===== src/rtl/gpio_bank_pkg.sv =====
package gpio_bank_pkg;

   localparam int NUM_PINS = 16;
   localparam int NUM_GRP  = 4;
   localparam int MODE_W   = 4;

   localparam int GRP_BASE [NUM_GRP] = '{0, 2, 6, 10};
   localparam int GRP_SIZE [NUM_GRP] = '{2, 4, 4, 6};
   localparam int MAX_GRP_SIZE = 6;

   localparam logic [MODE_W-1:0] MODE_IN    = 4'h0;
   localparam logic [MODE_W-1:0] MODE_RX    = 4'h2;
   localparam logic [MODE_W-1:0] MODE_OUT   = 4'h8;
   localparam logic [MODE_W-1:0] MODE_ALT_A = 4'h9;
   localparam logic [MODE_W-1:0] MODE_ALT_B = 4'hA;

   // group index owning a pin
   function automatic int grp_of(input int pin);
      if (pin < 2)       return 0;
      else if (pin < 6)  return 1;
      else if (pin < 10) return 2;
      else               return 3;
   endfunction

   // legality of a mode code on a given pin
   function automatic logic mode_ok(input logic [MODE_W-1:0] m, input int pin);
      case (m)
         MODE_IN, MODE_OUT: return 1'b1;
         MODE_RX:           return (pin == 4) || (pin == 5);
         MODE_ALT_A:        return pin < 4;
         MODE_ALT_B:        return pin < 2;
         default:           return 1'b0;
      endcase
   endfunction

   function automatic logic mode_drives(input logic [MODE_W-1:0] m);
      return (m == MODE_OUT) || (m == MODE_ALT_A) || (m == MODE_ALT_B);
   endfunction

endpackage


===== src/rtl/gpio_sync.sv =====
module gpio_sync #(
   parameter int STAGES = 2
) (
   input  logic clk,
   input  logic rst_n,
   input  logic d_i,
   output logic q_o
);
   if (STAGES < 2) begin : g_chk
      $error("gpio_sync: STAGES must be at least 2");
   end

   logic [STAGES-1:0] shift_q;

   always_ff @(posedge clk or negedge rst_n) begin
      if (!rst_n) shift_q <= '0;
      else        shift_q <= {shift_q[STAGES-2:0], d_i};
   end

   assign q_o = shift_q[STAGES-1];
endmodule


===== src/rtl/gpio_pin_slice.sv =====
module gpio_pin_slice
   import gpio_bank_pkg::*;
#(
   parameter int PIN         = 0,
   parameter int SYNC_STAGES = 2
) (
   input  logic              clk,
   input  logic              rst_n,
   input  logic              cfg_we,
   input  logic [MODE_W-1:0] cfg_nib,
   input  logic              dat_we,
   input  logic              dat_bit,
   input  logic              pad_i,
   input  logic              alt_a_i,
   input  logic              alt_b_i,
   output logic [MODE_W-1:0] mode_o,
   output logic              rd_bit_o,
   output logic              pad_o,
   output logic              pad_oe,
   output logic              rx_o,
   output logic              nib_bad_o
);
   if (PIN < 0 || PIN >= NUM_PINS) begin : g_chk
      $error("gpio_pin_slice: PIN out of range");
   end

   logic [MODE_W-1:0] mode_q;
   logic              data_q;
   logic              lvl_sync;
   logic              nib_legal;
   logic              is_input;

   gpio_sync #(.STAGES(SYNC_STAGES)) u_sync (
      .clk   (clk),
      .rst_n (rst_n),
      .d_i   (pad_i),
      .q_o   (lvl_sync)
   );

   assign nib_legal = mode_ok(cfg_nib, PIN);
   assign nib_bad_o = cfg_we && !nib_legal;
   assign is_input  = (mode_q == MODE_IN) || (mode_q == MODE_RX);

   always_ff @(posedge clk or negedge rst_n) begin
      if (!rst_n) begin
         mode_q <= MODE_IN;
      end else if (cfg_we && nib_legal) begin
         mode_q <= cfg_nib;
      end
   end

   always_ff @(posedge clk or negedge rst_n) begin
      if (!rst_n) begin
         data_q <= 1'b0;
      end else if (dat_we && (mode_q == MODE_OUT)) begin
         data_q <= dat_bit;
      end
   end

   always_comb begin
      pad_o = 1'b0;
      case (mode_q)
         MODE_OUT:   pad_o = data_q;
         MODE_ALT_A: pad_o = alt_a_i;
         MODE_ALT_B: pad_o = alt_b_i;
         default:    pad_o = 1'b0;
      endcase
   end

   assign pad_oe   = mode_drives(mode_q);
   assign rd_bit_o = is_input ? lvl_sync : data_q;
   assign rx_o     = (mode_q == MODE_RX) ? lvl_sync : 1'b1;
   assign mode_o   = mode_q;

   // stored mode never leaves the legal set of this pin
   a_r4_mode_legal: assert property (@(posedge clk) disable iff (!rst_n)
      mode_ok(mode_q, PIN));

   // a refused nibble keeps the previous mode
   a_r4_illegal_hold: assert property (@(posedge clk) disable iff (!rst_n)
      (cfg_we && !mode_ok(cfg_nib, PIN)) |=> (mode_q == $past(mode_q)));

   // data writes to a non-output pin have no effect
   a_r7_write_ignored: assert property (@(posedge clk) disable iff (!rst_n)
      (dat_we && (mode_q != MODE_OUT)) |=> $stable(data_q));

   // drive enable only in output-class modes
   a_r6_oe_mode: assert property (@(posedge clk) disable iff (!rst_n)
      pad_oe |-> mode_q[3]);
endmodule


===== src/rtl/gpio_read_mux.sv =====
module gpio_read_mux
   import gpio_bank_pkg::*;
#(
   parameter int DATA_W = 32
) (
   input  logic [NUM_PINS-1:0][MODE_W-1:0] pin_mode,
   input  logic [NUM_PINS-1:0]             pin_bit,
   input  logic                            sel_cfg,
   input  logic [1:0]                      sel_grp,
   output logic [DATA_W-1:0]               word_o
);
   logic [NUM_GRP-1:0][DATA_W-1:0] dat_w;
   logic [NUM_GRP-1:0][DATA_W-1:0] cfg_w;

   for (genvar g = 0; g < NUM_GRP; g++) begin : g_grp
      for (genvar k = 0; k < GRP_SIZE[g]; k++) begin : g_pin
         assign dat_w[g][k]          = pin_bit[GRP_BASE[g] + k];
         assign cfg_w[g][4*k +: 4]   = pin_mode[GRP_BASE[g] + k];
      end
      for (genvar b = GRP_SIZE[g]; b < DATA_W; b++) begin : g_dpad
         assign dat_w[g][b] = 1'b0;
      end
      for (genvar b = MODE_W * GRP_SIZE[g]; b < DATA_W; b++) begin : g_cpad
         assign cfg_w[g][b] = 1'b0;
      end
   end

   assign word_o = sel_cfg ? cfg_w[sel_grp] : dat_w[sel_grp];
endmodule


===== src/rtl/gpio_nib_bank.sv =====
module gpio_nib_bank
   import gpio_bank_pkg::*;
#(
   parameter int DATA_W      = 32,
   parameter int ADDR_W      = 3,
   parameter int SYNC_STAGES = 2
) (
   input  logic                clk,
   input  logic                rst_n,
   input  logic [ADDR_W-1:0]   bus_addr,
   input  logic                bus_wr_en,
   input  logic [DATA_W-1:0]   bus_wdata,
   input  logic                bus_rd_en,
   output logic [DATA_W-1:0]   bus_rdata,
   output logic                bus_rvalid,
   output logic                mode_err,
   input  logic [15:0]         pin_in,
   output logic [15:0]         pin_out,
   output logic [15:0]         pin_oe,
   input  logic [1:0]          tmr_a_i,
   input  logic [1:0]          tmr_b_i,
   input  logic [1:0]          ser_tx_i,
   output logic [1:0]          ser_rx_o
);
   localparam int CFG_BITS = MODE_W * MAX_GRP_SIZE;

   if (DATA_W < CFG_BITS) begin : g_chk_w
      $error("gpio_nib_bank: DATA_W too narrow for the widest group");
   end
   if (ADDR_W < 3) begin : g_chk_a
      $error("gpio_nib_bank: ADDR_W must be at least 3");
   end
   if (SYNC_STAGES < 2) begin : g_chk_s
      $error("gpio_nib_bank: SYNC_STAGES must be at least 2");
   end

   logic                            addr_ok;
   logic                            sel_cfg;
   logic [1:0]                      sel_grp;
   logic                            wr_cfg;
   logic                            wr_dat;
   logic [NUM_PINS-1:0][MODE_W-1:0] pin_mode;
   logic [NUM_PINS-1:0]             pin_bit;
   logic [NUM_PINS-1:0]             nib_bad;
   logic [NUM_PINS-1:0]             rx_lvl;
   logic [DATA_W-1:0]               mux_word;
   logic [DATA_W-1:0]               rdata_q;
   logic                            rvalid_q;
   logic                            err_q;

   if (ADDR_W > 3) begin : g_hi_addr
      assign addr_ok = ~|bus_addr[ADDR_W-1:3];
   end else begin : g_no_hi
      assign addr_ok = 1'b1;
   end

   assign sel_cfg = bus_addr[2];
   assign sel_grp = bus_addr[1:0];
   assign wr_cfg  = bus_wr_en && addr_ok && sel_cfg;
   assign wr_dat  = bus_wr_en && addr_ok && !sel_cfg;

   for (genvar p = 0; p < NUM_PINS; p++) begin : g_pin
      localparam int G = grp_of(p);
      localparam int K = p - GRP_BASE[G];
      logic alt_a;
      logic alt_b;

      if (p < 2) begin : g_tmr
         assign alt_a = tmr_a_i[p];
         assign alt_b = tmr_b_i[p];
      end else if (p < 4) begin : g_tx
         assign alt_a = ser_tx_i[p-2];
         assign alt_b = 1'b0;
      end else begin : g_none
         assign alt_a = 1'b0;
         assign alt_b = 1'b0;
      end

      gpio_pin_slice #(
         .PIN         (p),
         .SYNC_STAGES (SYNC_STAGES)
      ) u_slice (
         .clk       (clk),
         .rst_n     (rst_n),
         .cfg_we    (wr_cfg && (sel_grp == 2'(G))),
         .cfg_nib   (bus_wdata[MODE_W*K +: MODE_W]),
         .dat_we    (wr_dat && (sel_grp == 2'(G))),
         .dat_bit   (bus_wdata[K]),
         .pad_i     (pin_in[p]),
         .alt_a_i   (alt_a),
         .alt_b_i   (alt_b),
         .mode_o    (pin_mode[p]),
         .rd_bit_o  (pin_bit[p]),
         .pad_o     (pin_out[p]),
         .pad_oe    (pin_oe[p]),
         .rx_o      (rx_lvl[p]),
         .nib_bad_o (nib_bad[p])
      );
   end

   assign ser_rx_o = rx_lvl[5:4];

   gpio_read_mux #(.DATA_W(DATA_W)) u_rmux (
      .pin_mode (pin_mode),
      .pin_bit  (pin_bit),
      .sel_cfg  (sel_cfg),
      .sel_grp  (sel_grp),
      .word_o   (mux_word)
   );

   always_ff @(posedge clk or negedge rst_n) begin
      if (!rst_n) begin
         rdata_q  <= '0;
         rvalid_q <= 1'b0;
      end else begin
         rvalid_q <= bus_rd_en;
         if (bus_rd_en) rdata_q <= addr_ok ? mux_word : '0;
      end
   end

   always_ff @(posedge clk or negedge rst_n) begin
      if (!rst_n) err_q <= 1'b0;
      else        err_q <= |nib_bad;
   end

   assign bus_rdata  = rdata_q;
   assign bus_rvalid = rvalid_q;
   assign mode_err   = err_q;

   // an error pulse always follows a bus write
   a_r5_err_cause: assert property (@(posedge clk) disable iff (!rst_n)
      mode_err |-> $past(bus_wr_en));

   // every read strobe yields a valid beat next cycle
   a_r11_rvalid: assert property (@(posedge clk) disable iff (!rst_n)
      bus_rd_en |=> bus_rvalid);

   // valid only after a strobe
   a_r11_no_spurious: assert property (@(posedge clk) disable iff (!rst_n)
      bus_rvalid |-> $past(bus_rd_en));
endmodule


===== config.mk =====
export PLATFORM = sky130hd
export DESIGN_NAME = gpio_nib_bank
export DESIGN_NICKNAME = d
export VERILOG_FILES = /design/src/rtl/gpio_bank_pkg.sv /design/src/rtl/gpio_sync.sv /design/src/rtl/gpio_pin_slice.sv /design/src/rtl/gpio_read_mux.sv /design/src/rtl/gpio_nib_bank.sv
export SDC_FILE = /design/constraint.sdc
export NUM_CORES = 1
export LEC_CHECK = 0
export ABC_AREA = 1
export BUFFER_PORTS_ARGS = -buffer_cell sky130_fd_sc_hd__buf_2
export CORE_MARGIN = 1.5
export CORE_UTILIZATION = 40
export DETAILED_ROUTE_END_ITERATION = 6
export GPL_TIMING_DRIVEN = 0
export PLACE_DENSITY = 0.65
export SLEW_MARGIN = 20
export SYNTH_ARGS = -nofsm -noshare
export SYNTH_HDL_FRONTEND = slang
export SYNTH_HIERARCHICAL = 1
export SYNTH_SLANG_ARGS = --single-unit

===== constraint.sdc =====
create_clock -name clk -period 1.23 [get_ports clk]
set_input_delay 0.123 -clock clk [delete_from_list [all_inputs] [get_ports clk]]
set_output_delay 0.123 -clock clk [all_outputs]
set_load 0.01 [all_outputs]

==> out/results.tsv, run 1 <==
stage	metric	value	unit
outcome	outcome	complete, but fails checks	
outcome	failing checks	negative setup slack	
routing	DRC viols	0	
global_route	largest net degree at the start of global routing	79	
clock_network	CTS tree	done	
floorplanning	Core ar.	0.0202	sq mm
sta	RSZ-0062 raised after global routing	yes	
sta	fmax	0.658	GHz
sta	Max-slew headroom	0.503	
sta	worst slew pin tran	0.740	ns
logic_synthesis	Mapped Area	0.00820	sq mm
sta	fin. max-slew vios	0	
routing	vias	7920	
clock_network	clock sinks	146	
clock_network	worst skew pair latency	0.43	ns
logic_synthesis	Mean Syn Cell Area	7.78	sq um
layout	cell area after layout	0.0120	sq mm
clock_network	CTS Buffer Depth	2	
sta	skew final	0.00648	ns
clock_network	Num CTS Buffers	17	
global_route	gr ovfl total	0	
clock_network	H-Tree Depth	4	
clock_network	clk root buf	clkbuf_16	
routing	via-per-instance ratio	4.74	
flow_run	Maximum Capacitance Violations	0	
clock_network	CTS clock-pin slew for the worst setup and hold paths	0.06	ns
layout	Multi-input gate area	0.00417	sq mm
floorplanning	die area	0.0214	sq mm
routing	wire length per cell	14.3	um
global_route	initial antenna violation count	0	
logic_synthesis	Yosys warnings	6	
floorplanning	Ports	129	
layout	share of layout cells above drive strength 1	0.420	
sta	worst setup margin	-0.289	ns
layout	ANT cells	0	
logic_synthesis	gate count after technology mapping	1054	
place	Area after DPL	0.00934	sq mm
sta	Final Hold Viols	0	
setup_path	crit-path max FO	4	
layout	Layout area overhead	46.8	%
routing	Routed WL	23.9	mm
floorplanning	Row Count	52	
power	Leak	6.27	nW
hold_path	worst min-delay path class	in -> reg	
sta	Min Hold Slack	0.0368	ns
setup_path	Setup Crit Path Kind	reg -> out	
sta	min Tclk post-route	1.52	ns
layout	nets@finish	1448	
floorplanning	Die H	146	um
setup_path	Crit path required time	1.11	ns
routing	Pre-antenna DRT Iters	5	
layout	Fillers	1770	
power	Power Total	13.8	mW
global_route	number of global-route vias before repair	7640	
floorplanning	die width	146	um
floorplanning	initial core utilization	0.406	
setup_path	endpoint type of the worst setup path	output pin	
setup_path	arrival time at the worst endpoint	1.40	ns
sta	fin crit share	1.23	
global_route	Total GRT Usage	0.227	
place	RePlAce Congestion	0.840	
place	DP HPWL	15.3	mm
power	pwr dens	1140	mW/mm^2
setup_path	Worst setup SP type	flop	
layout	register area	0.00371	sq mm
sta	Final setup violation count	41	
setup_path	flop2flop setup slack	-0.23	ns
routing	initial DRC count	454	
global_route	first-pass GRT wire length	38.2	mm
place	port buffer count	120	
layout	Finished Core Util	0.597	
power	maximum vdd ir drop	1.03	mV
routing	Post-DRT Antenna Nets	0	
## where the power goes
group	switching [mW]	internal [mW]	total, mW
registers	0.328	5.14	5.47
clock network	2.12	3.05	5.16
logic	1.67	1.46	3.13
total	4.12	9.64	13.8
## state kept, by name, summed over array words and instances, names as in the netlist
signal,flops
g_pin.u_slice/data_q,16
bus_rdata,32
mode_err,1
bus_rvalid,1
g_pin.u_slice/u_sync/shift_q,32
g_pin.u_slice/mode_o,64
## stage by stage
step	worst slack, ns	setup TNS (ns)	cells
floorplan	-0.0776	-0.372	1086
global placement	-2.23	-362.38	1476
detailed placement	-0.832	-38.69	1478
CTS	-0.296	-8.02	1632
global route	-0.333	-10.49	1670
finish	-0.289	-8.00	1670
## worst max-delay path: stages, from the launching register on
cell      delay (ns)
dfrtp_2         0.46
nor3_4          0.19
nand3b_1        0.17
buf_6           0.16
## worst paths after layout
check,start,to,cells after the start
worst min register to register,g_pin[0].u_slice/u_sync/shift_q[0],g_pin[0].u_slice/u_sync/shift_q[1],0
worst max-delay path,g_pin[5].u_slice/mode_o[0],ser_rx_o[1],3
max in group asynchronous,rst_n,g_pin[15].u_slice/mode_o[2],3
min in group asynchronous,rst_n,g_pin[7].u_slice/u_sync/shift_q[0],2
worst min-delay path,bus_wdata[7],g_pin[7].u_slice/mode_o[3],3
worst max register to register,g_pin[9].u_slice/mode_o[0],bus_rdata[3],11
## metal layers
layer / routed length (um) / part of all wire / up-vias / track usage
met5: 0 / 0 / - / 0
met4: 608 / 0.025 / 0 / 0.0879
li1: - / - / 3908 / -
met2: 12000 / 0.50 / 222 / 0.386
met3: 1200 / 0.050 / 43 / 0.0391
met1: 10100 / 0.42 / 3747 / 0.289
## final cells by class
type,count,area share
multi-input combinational,695,0.347
sequential,146,0.308
timing repair buffer,284,0.179
inverter,216,0.0688
clock buffer,20,0.0371
tap,270,0.0281
buffer,27,0.0217
clock inverter,12,0.0110
## placed cells by master, fill, tap and decap left out, drive strengths merged
master	n
nand2	293
buf	285
inv	216
dfrtp	146
nand3	115
nor2	95
o21ai	62
conb	34
nand4	28
dlygate4sd3	24
nor3	22
clkbuf	22
a21boi	16
o21a	14
a21oi	14
clkinvlp	5
clkinv	5
bufinv	2
nand3b	2
## timing repair
| item | in CTS | in global routing |
|---|---|---|
| hold buffers | 24 | 0 |
| pin swaps | 82 | 64 |
| setup endpoints to repair | 86 | 53 |
| setup buffers | 100 | 43 |
| hold endpoints to repair | 95 | 0 |
| resized for setup | 168 | 66 |
(Power assumes the default switching activity.)
==> run 2: changes to the inputs <==
--- a/config.mk
+++ b/config.mk
@@ -12,6 +12,7 @@
 export DETAILED_ROUTE_END_ITERATION = 6
 export GPL_TIMING_DRIVEN = 0
 export PLACE_DENSITY = 0.65
+export REMOVE_ABC_BUFFERS = 1
 export SLEW_MARGIN = 20
 export SYNTH_ARGS = -nofsm -noshare
 export SYNTH_HDL_FRONTEND = slang
==> out/results.tsv, run 2 (synthesis gave the netlist of run 1 again) <==
stage	metric	value	unit
setup_path	critical path's top delay family	simple AND/OR/NAND/NOR gates	
setup_path	Worst setup SP type	flop	
clock_network	H-Tree Depth	4	
sta	Final Hold Viols	0	
hold_path	Hold Path Depth	4	
floorplanning	Ports	129	
sta	skew final	0.0102	ns
routing	DR top layer	met4	
routing	wire length per cell	13.7	um
clock_network	CTS Buffer Depth	2	
sta	fin. max-slew vios	0	
layout	most common cell after layout, fill and taps aside	nand2_1	
outcome	outcome	complete, but fails checks	
layout	most frequent cells in the layout	nand2_1, inv_1, buf_4	
setup_path	worst path cell trace	buf_6 > nor2_2 > nand2_1 > o21ai_1 > inv_1 > nand2_1 > nand3_2 > nand2_2 > nand2_2 > nand2_2 > nand2_2 > o21ai_2	
setup_path	Crit path top cell by count	nand2_2	
clock_network	clk root buf	clkbuf_16	
place	DP HPWL	13.8	mm
clock_network	Num CTS Buffers	17	
place	Area after DPL	0.00909	sq mm
power	maximum vdd ir drop	0.973	mV
sta	setup TNS	-7.73	ns
setup_path	flop2flop setup slack	-0.29	ns
floorplanning	Core ar.	0.0202	sq mm
layout	cell area after layout	0.0116	sq mm
sta	fin crit share	1.24	
setup_path	slowest CP cell	dfrtp_1	
power	pwr dens	1180	mW/mm^2
routing	initial DRC count	360	
hold_path	hold path startpoint	bus_wdata[21]	
routing	via-per-instance ratio	4.69	
routing	Routed WL	22.4	mm
layout	register area	0.00371	sq mm
power	Leak	6.03	nW
floorplanning	die width	146	um
layout	nets@finish	1407	
floorplanning	die area	0.0214	sq mm
setup_path	Crit path required time	1.58	ns
setup_path	WP buf/inv	2	
setup_path	Setup Crit Path Kind	reg -> reg	
sta	Final setup violation count	41	
place	port buffer count	120	
flow_run	Maximum Capacitance Violations	0	
sta	worst setup margin	-0.295	ns
setup_path	Crit path largest cell delay	0.41	ns
layout	share of layout cells above drive strength 1	0.383	
global_route	initial antenna violation count	0	
place	RePlAce Congestion	0.798	
layout	Layout area overhead	41.9	%
global_route	number of global-route vias before repair	7247	
clock_network	clock sinks	146	
sta	fmax	0.656	GHz
setup_path	endpoint type of the worst setup path	flop	
routing	Pre-antenna DRT Iters	5	
power	Power Total	13.7	mW
floorplanning	Row Count	52	
setup_path	crit-path max FO	2	
layout	ANT cells	0	
routing	DR WL met3	986	um
floorplanning	Die H	146	um
setup_path	arrival time at the worst endpoint	1.88	ns
global_route	largest net degree at the start of global routing	95	
hold_path	hold endpoint	g_pin[15].u_slice/mode_o[3]	
routing	DR WL met2	11.1	mm
setup_path	Critical R2R Launch	g_pin[1].u_slice/mode_o[2]	
setup_path	RR Endpoint	bus_rdata[1]	
hold_path	worst min-delay path class	in -> reg	
routing	Post-DRT Antenna Nets	0	
routing	vias	7634	
routing	met1 WL	9.96	mm
place	Setup WS pre-CTS	-1.42	ns
clock_network	CTS clock-pin slew for the worst setup and hold paths	0.06	ns
sta	Max-slew headroom	0.572	
layout	Fillers	1817	
sta	worst slew pin tran	0.638	ns
sta	min Tclk post-route	1.52	ns
layout	Finished Core Util	0.577	
floorplanning	initial core utilization	0.406	
layout	max FFs per register	64	
clock_network	worst skew pair latency	0.43	ns
routing	DRC viols	0	
sta	RSZ-0062 raised after global routing	yes	
global_route	gr ovfl total	0	
global_route	Total GRT Usage	0.209	
outcome	failing checks	negative setup slack	
global_route	first-pass GRT wire length	35.6	mm
clock_network	CTS tree	done	
setup_path	reg2reg path depth	12	
layout	Multi-input gate area	0.00408	sq mm
[run 2: cell count changes in the layout (fill, tap and decap cells not counted), moves of 4 or more]
cell / delta
nor2_1: +4
buf_4: -18
nand2_2: -14
nand2_1: +12
o21ai_2: -4
buf_6: -15
buf_2: -5
[run 2: metrics by stage]
step,cells,hold slack [ns]
global route,1629,0.0282
global placement,1447,0.231
floorplan,1057,-0.173
detailed placement,1452,0.0673
CTS,1595,0.000558
finish,1629,0.0134
[run 2: area by class of cell]
type,instances,area share
Clock buffer,20,0.0393
Clock inverter,12,0.0133
Inverter,216,0.0712
Multi-Input combinational cell,695,0.351
Sequential cell,146,0.319
Tap cell,270,0.0290
Timing Repair Buffer,270,0.177
[run 2: worst min-delay path, cell delays in order]
cell and delay, ns:
buf_2 0.07, nor2_1 0.05, nand3_2 0.09, o21ai_1 0.06
[run 2: worst max-delay path by stage]
| stage | depth (start not counted) | to | slack (ns) | startpoint |
|---|---|---|---|---|
| floorplan | 7 | mode_err | -0.32 | bus_addr[1] |
| detailed placement | 9 | mode_err | -1.42 | bus_addr[0] |
| global placement | 1 | g_pin[13].u_slice/u_sync/shift_q[0] | -2.22 | rst_n |
| finish | 12 | bus_rdata[1] | -0.29 | g_pin[1].u_slice/mode_o[2] |
| CTS | 3 | ser_rx_o[0] | -0.27 | g_pin[4].u_slice/mode_o[2] |
| global route | 12 | bus_rdata[1] | -0.37 | g_pin[11].u_slice/mode_o[3] |
[run 2: metal layers]
| metal | up-vias | track usage |
|---|---|---|
| met3 | 23 | 0.0381 |
| met1 | 3619 | 0.275 |
| met5 | - | 0 |
| met2 | 170 | 0.350 |
| li1 | 3822 | - |
| met4 | 0 | 0.0672 |
[run 2: report_power, final]
part           internal [mW]  leakage [nW]  total (mW)  switching, mW
logic                   1.32          3.91        2.87           1.55
clock network           3.30         0.285        5.40           2.10
registers               5.14          1.84        5.46          0.320
total                   9.76          6.03        13.7           3.98
[run 2: repair_timing]
| item | 4_1_cts | 5_1_grt |
|---|---|---|
| setup endpoints to repair | 127 | 61 |
| buffers inserted | 86 | 35 |
| hold buffers | 25 | 0 |
| cloned | 0 | 1 |
| hold endpoints to repair | 80 | 0 |
| pin swaps | 68 | 57 |
| resized for setup | 149 | 61 |
==> run 3: changes to the inputs <==
--- a/config.mk
+++ b/config.mk
@@ -11,7 +11,7 @@
 export CORE_UTILIZATION = 40
 export DETAILED_ROUTE_END_ITERATION = 6
 export GPL_TIMING_DRIVEN = 0
-export PLACE_DENSITY = 0.65
+export PLACE_DENSITY = 0.62
 export REMOVE_ABC_BUFFERS = 1
 export SLEW_MARGIN = 20
 export SYNTH_ARGS = -nofsm -noshare
==> out/results.tsv, run 3 (synthesis gave the netlist of run 1 again) <==
stage	metric	value	unit
outcome	outcome	complete, but fails checks	
outcome	failing checks	negative setup slack	
global_route	number of global-route vias before repair	7430	
sta	min Tclk post-route	1.51	ns
setup_path	Setup Crit Path Kind	reg -> out	
clock_network	clk root buf	clkbuf_16	
floorplanning	initial core utilization	0.406	
layout	Finished Core Util	0.578	
setup_path	Worst setup SP type	flop	
power	pwr dens	1150	mW/mm^2
global_route	gr ovfl total	0	
flow_run	Maximum Capacitance Violations	0	
layout	Layout area overhead	42.3	%
routing	vias	7704	
clock_network	worst skew pair latency	0.42	ns
global_route	initial antenna violation count	0	
global_route	Total GRT Usage	0.206	
sta	fmax	0.660	GHz
layout	register area	0.00371	sq mm
sta	skew final	0.00856	ns
clock_network	CTS tree	done	
floorplanning	die width	146	um
routing	DRC viols	0	
setup_path	arrival time at the worst endpoint	1.39	ns
routing	Pre-antenna DRT Iters	5	
sta	worst slew pin tran	0.791	ns
floorplanning	Row Count	52	
clock_network	clock sinks	146	
routing	wire length per cell	13.6	um
hold_path	worst min-delay path class	in -> reg	
layout	most common cell after layout, fill and taps aside	nand2_1	
sta	Final Hold Viols	0	
routing	via-per-instance ratio	4.71	
layout	nets@finish	1413	
sta	worst setup margin	-0.284	ns
layout	Multi-input gate area	0.00408	sq mm
floorplanning	Ports	129	
clock_network	H-Tree Depth	4	
layout	most frequent cells in the layout	nand2_1, inv_1, buf_4	
place	port buffer count	120	
power	Power Total	13.4	mW
floorplanning	Die H	146	um
sta	fin crit share	1.23	
global_route	largest net degree at the start of global routing	84	
setup_path	worst path cell trace	buf_4 > inv_2 > o21a_1 > buf_2	
layout	share of layout cells above drive strength 1	0.382	
clock_network	Num CTS Buffers	17	
sta	Max-slew headroom	0.468	
layout	max FFs per register	64	
place	DP HPWL	13.7	mm
setup_path	Crit path largest cell delay	0.46	ns
routing	initial DRC count	443	
setup_path	slowest CP cell	dfrtp_2	
setup_path	crit-path max FO	5	
global_route	first-pass GRT wire length	35.3	mm
place	RePlAce Congestion	0.802	
routing	Post-DRT Antenna Nets	0	
floorplanning	die area	0.0214	sq mm
power	maximum vdd ir drop	0.931	mV
sta	Min Hold Slack	0.0273	ns
setup_path	Crit path required time	1.11	ns
clock_network	CTS clock-pin slew for the worst setup and hold paths	0.06	ns
setup_path	endpoint type of the worst setup path	output pin	
sta	fin. max-slew vios	0	
routing	Routed WL	22.2	mm
place	Setup WS pre-CTS	-1.17	ns
power	Leak	6.07	nW
sta	RSZ-0062 raised after global routing	yes	
layout	Fillers	1853	
sta	Final setup violation count	41	
clock_network	CTS Buffer Depth	2	
floorplanning	Core ar.	0.0202	sq mm
-- run 3: layout make-up --
| type | count | area share |
|---|---|---|
| clock inverters | 12 | 0.0114 |
| well taps | 270 | 0.0290 |
| inverters | 216 | 0.0708 |
| multi-input cells | 695 | 0.349 |
| diodes | 1 | 0.000214 |
| clock buffers | 20 | 0.0383 |
| repair buffers | 276 | 0.183 |
| flip-flops and latches | 146 | 0.318 |
-- run 3: per-stage QoR --
| stage | TNS [ns] | cell area [sq um] | instances |
|---|---|---|---|
| floorplan | -11.83 | 8040 | 1057 |
| detailed placement | -87.74 | 9100 | 1452 |
| global placement | -454.50 | 8980 | 1447 |
| CTS | -7.44 | 11100 | 1602 |
| global route | -10.39 | 11700 | 1635 |
| finish | -7.33 | 11700 | 1636 |
-- run 3: routing by layer --
layer	routed length [um]	up-vias	GRT usage
li1	-	3836	-
met1	9640	3625	0.264
met2	11000	202	0.351
met3	1110	41	0.0388
met4	449	0	0.0702
met5	0	-	0
-- run 3: power breakdown --
| group | switching, mW | internal, mW | leakage, nW |
|---|---|---|---|
| Sequential | 0.317 | 5.14 | 1.84 |
| Clock | 2.09 | 3.04 | 0.276 |
| Combinational | 1.54 | 1.28 | 3.95 |
| Total | 3.94 | 9.47 | 6.07 |
-- run 3: path summary, 6_finish.rpt --
path                                               startpoint                            endpoint  slack [ns]  cells past startpoint
setup / recovery                   g_pin[7].u_slice/mode_o[0]                           pin_oe[7]       -0.28                      4
hold / removal                                  bus_wdata[16]         g_pin[14].u_slice/mode_o[3]        0.03                      4
setup reg to reg                  g_pin[11].u_slice/mode_o[3]                        bus_rdata[1]       -0.24                     12
hold reg to reg            g_pin[0].u_slice/u_sync/shift_q[0]  g_pin[0].u_slice/u_sync/shift_q[1]        0.35                      0
max in group asynchronous                               rst_n          g_pin[4].u_slice/mode_o[1]        0.22                      3
min in group asynchronous                               rst_n                       bus_rdata[28]        0.24                      2
-- run 3: timing repair --
action | CTS | global route
setup buffers | 92 | 39
endpoints found under the setup margin | 127 | 72
endpoints found under the hold margin | 91 | 0
resized for setup | 143 | 59
pin swaps | 64 | 52
cloned | 0 | 1
hold buffers | 26 | 0
-- run 3: worst max-delay path, delay by kind of cell, from the launching register on --
| kind | cells | cell delay, ns |
|---|---|---|
| compound gates | 1 | 0.16 |
| flops | 1 | 0.46 |
| buf+inv | 3 | 0.36 |
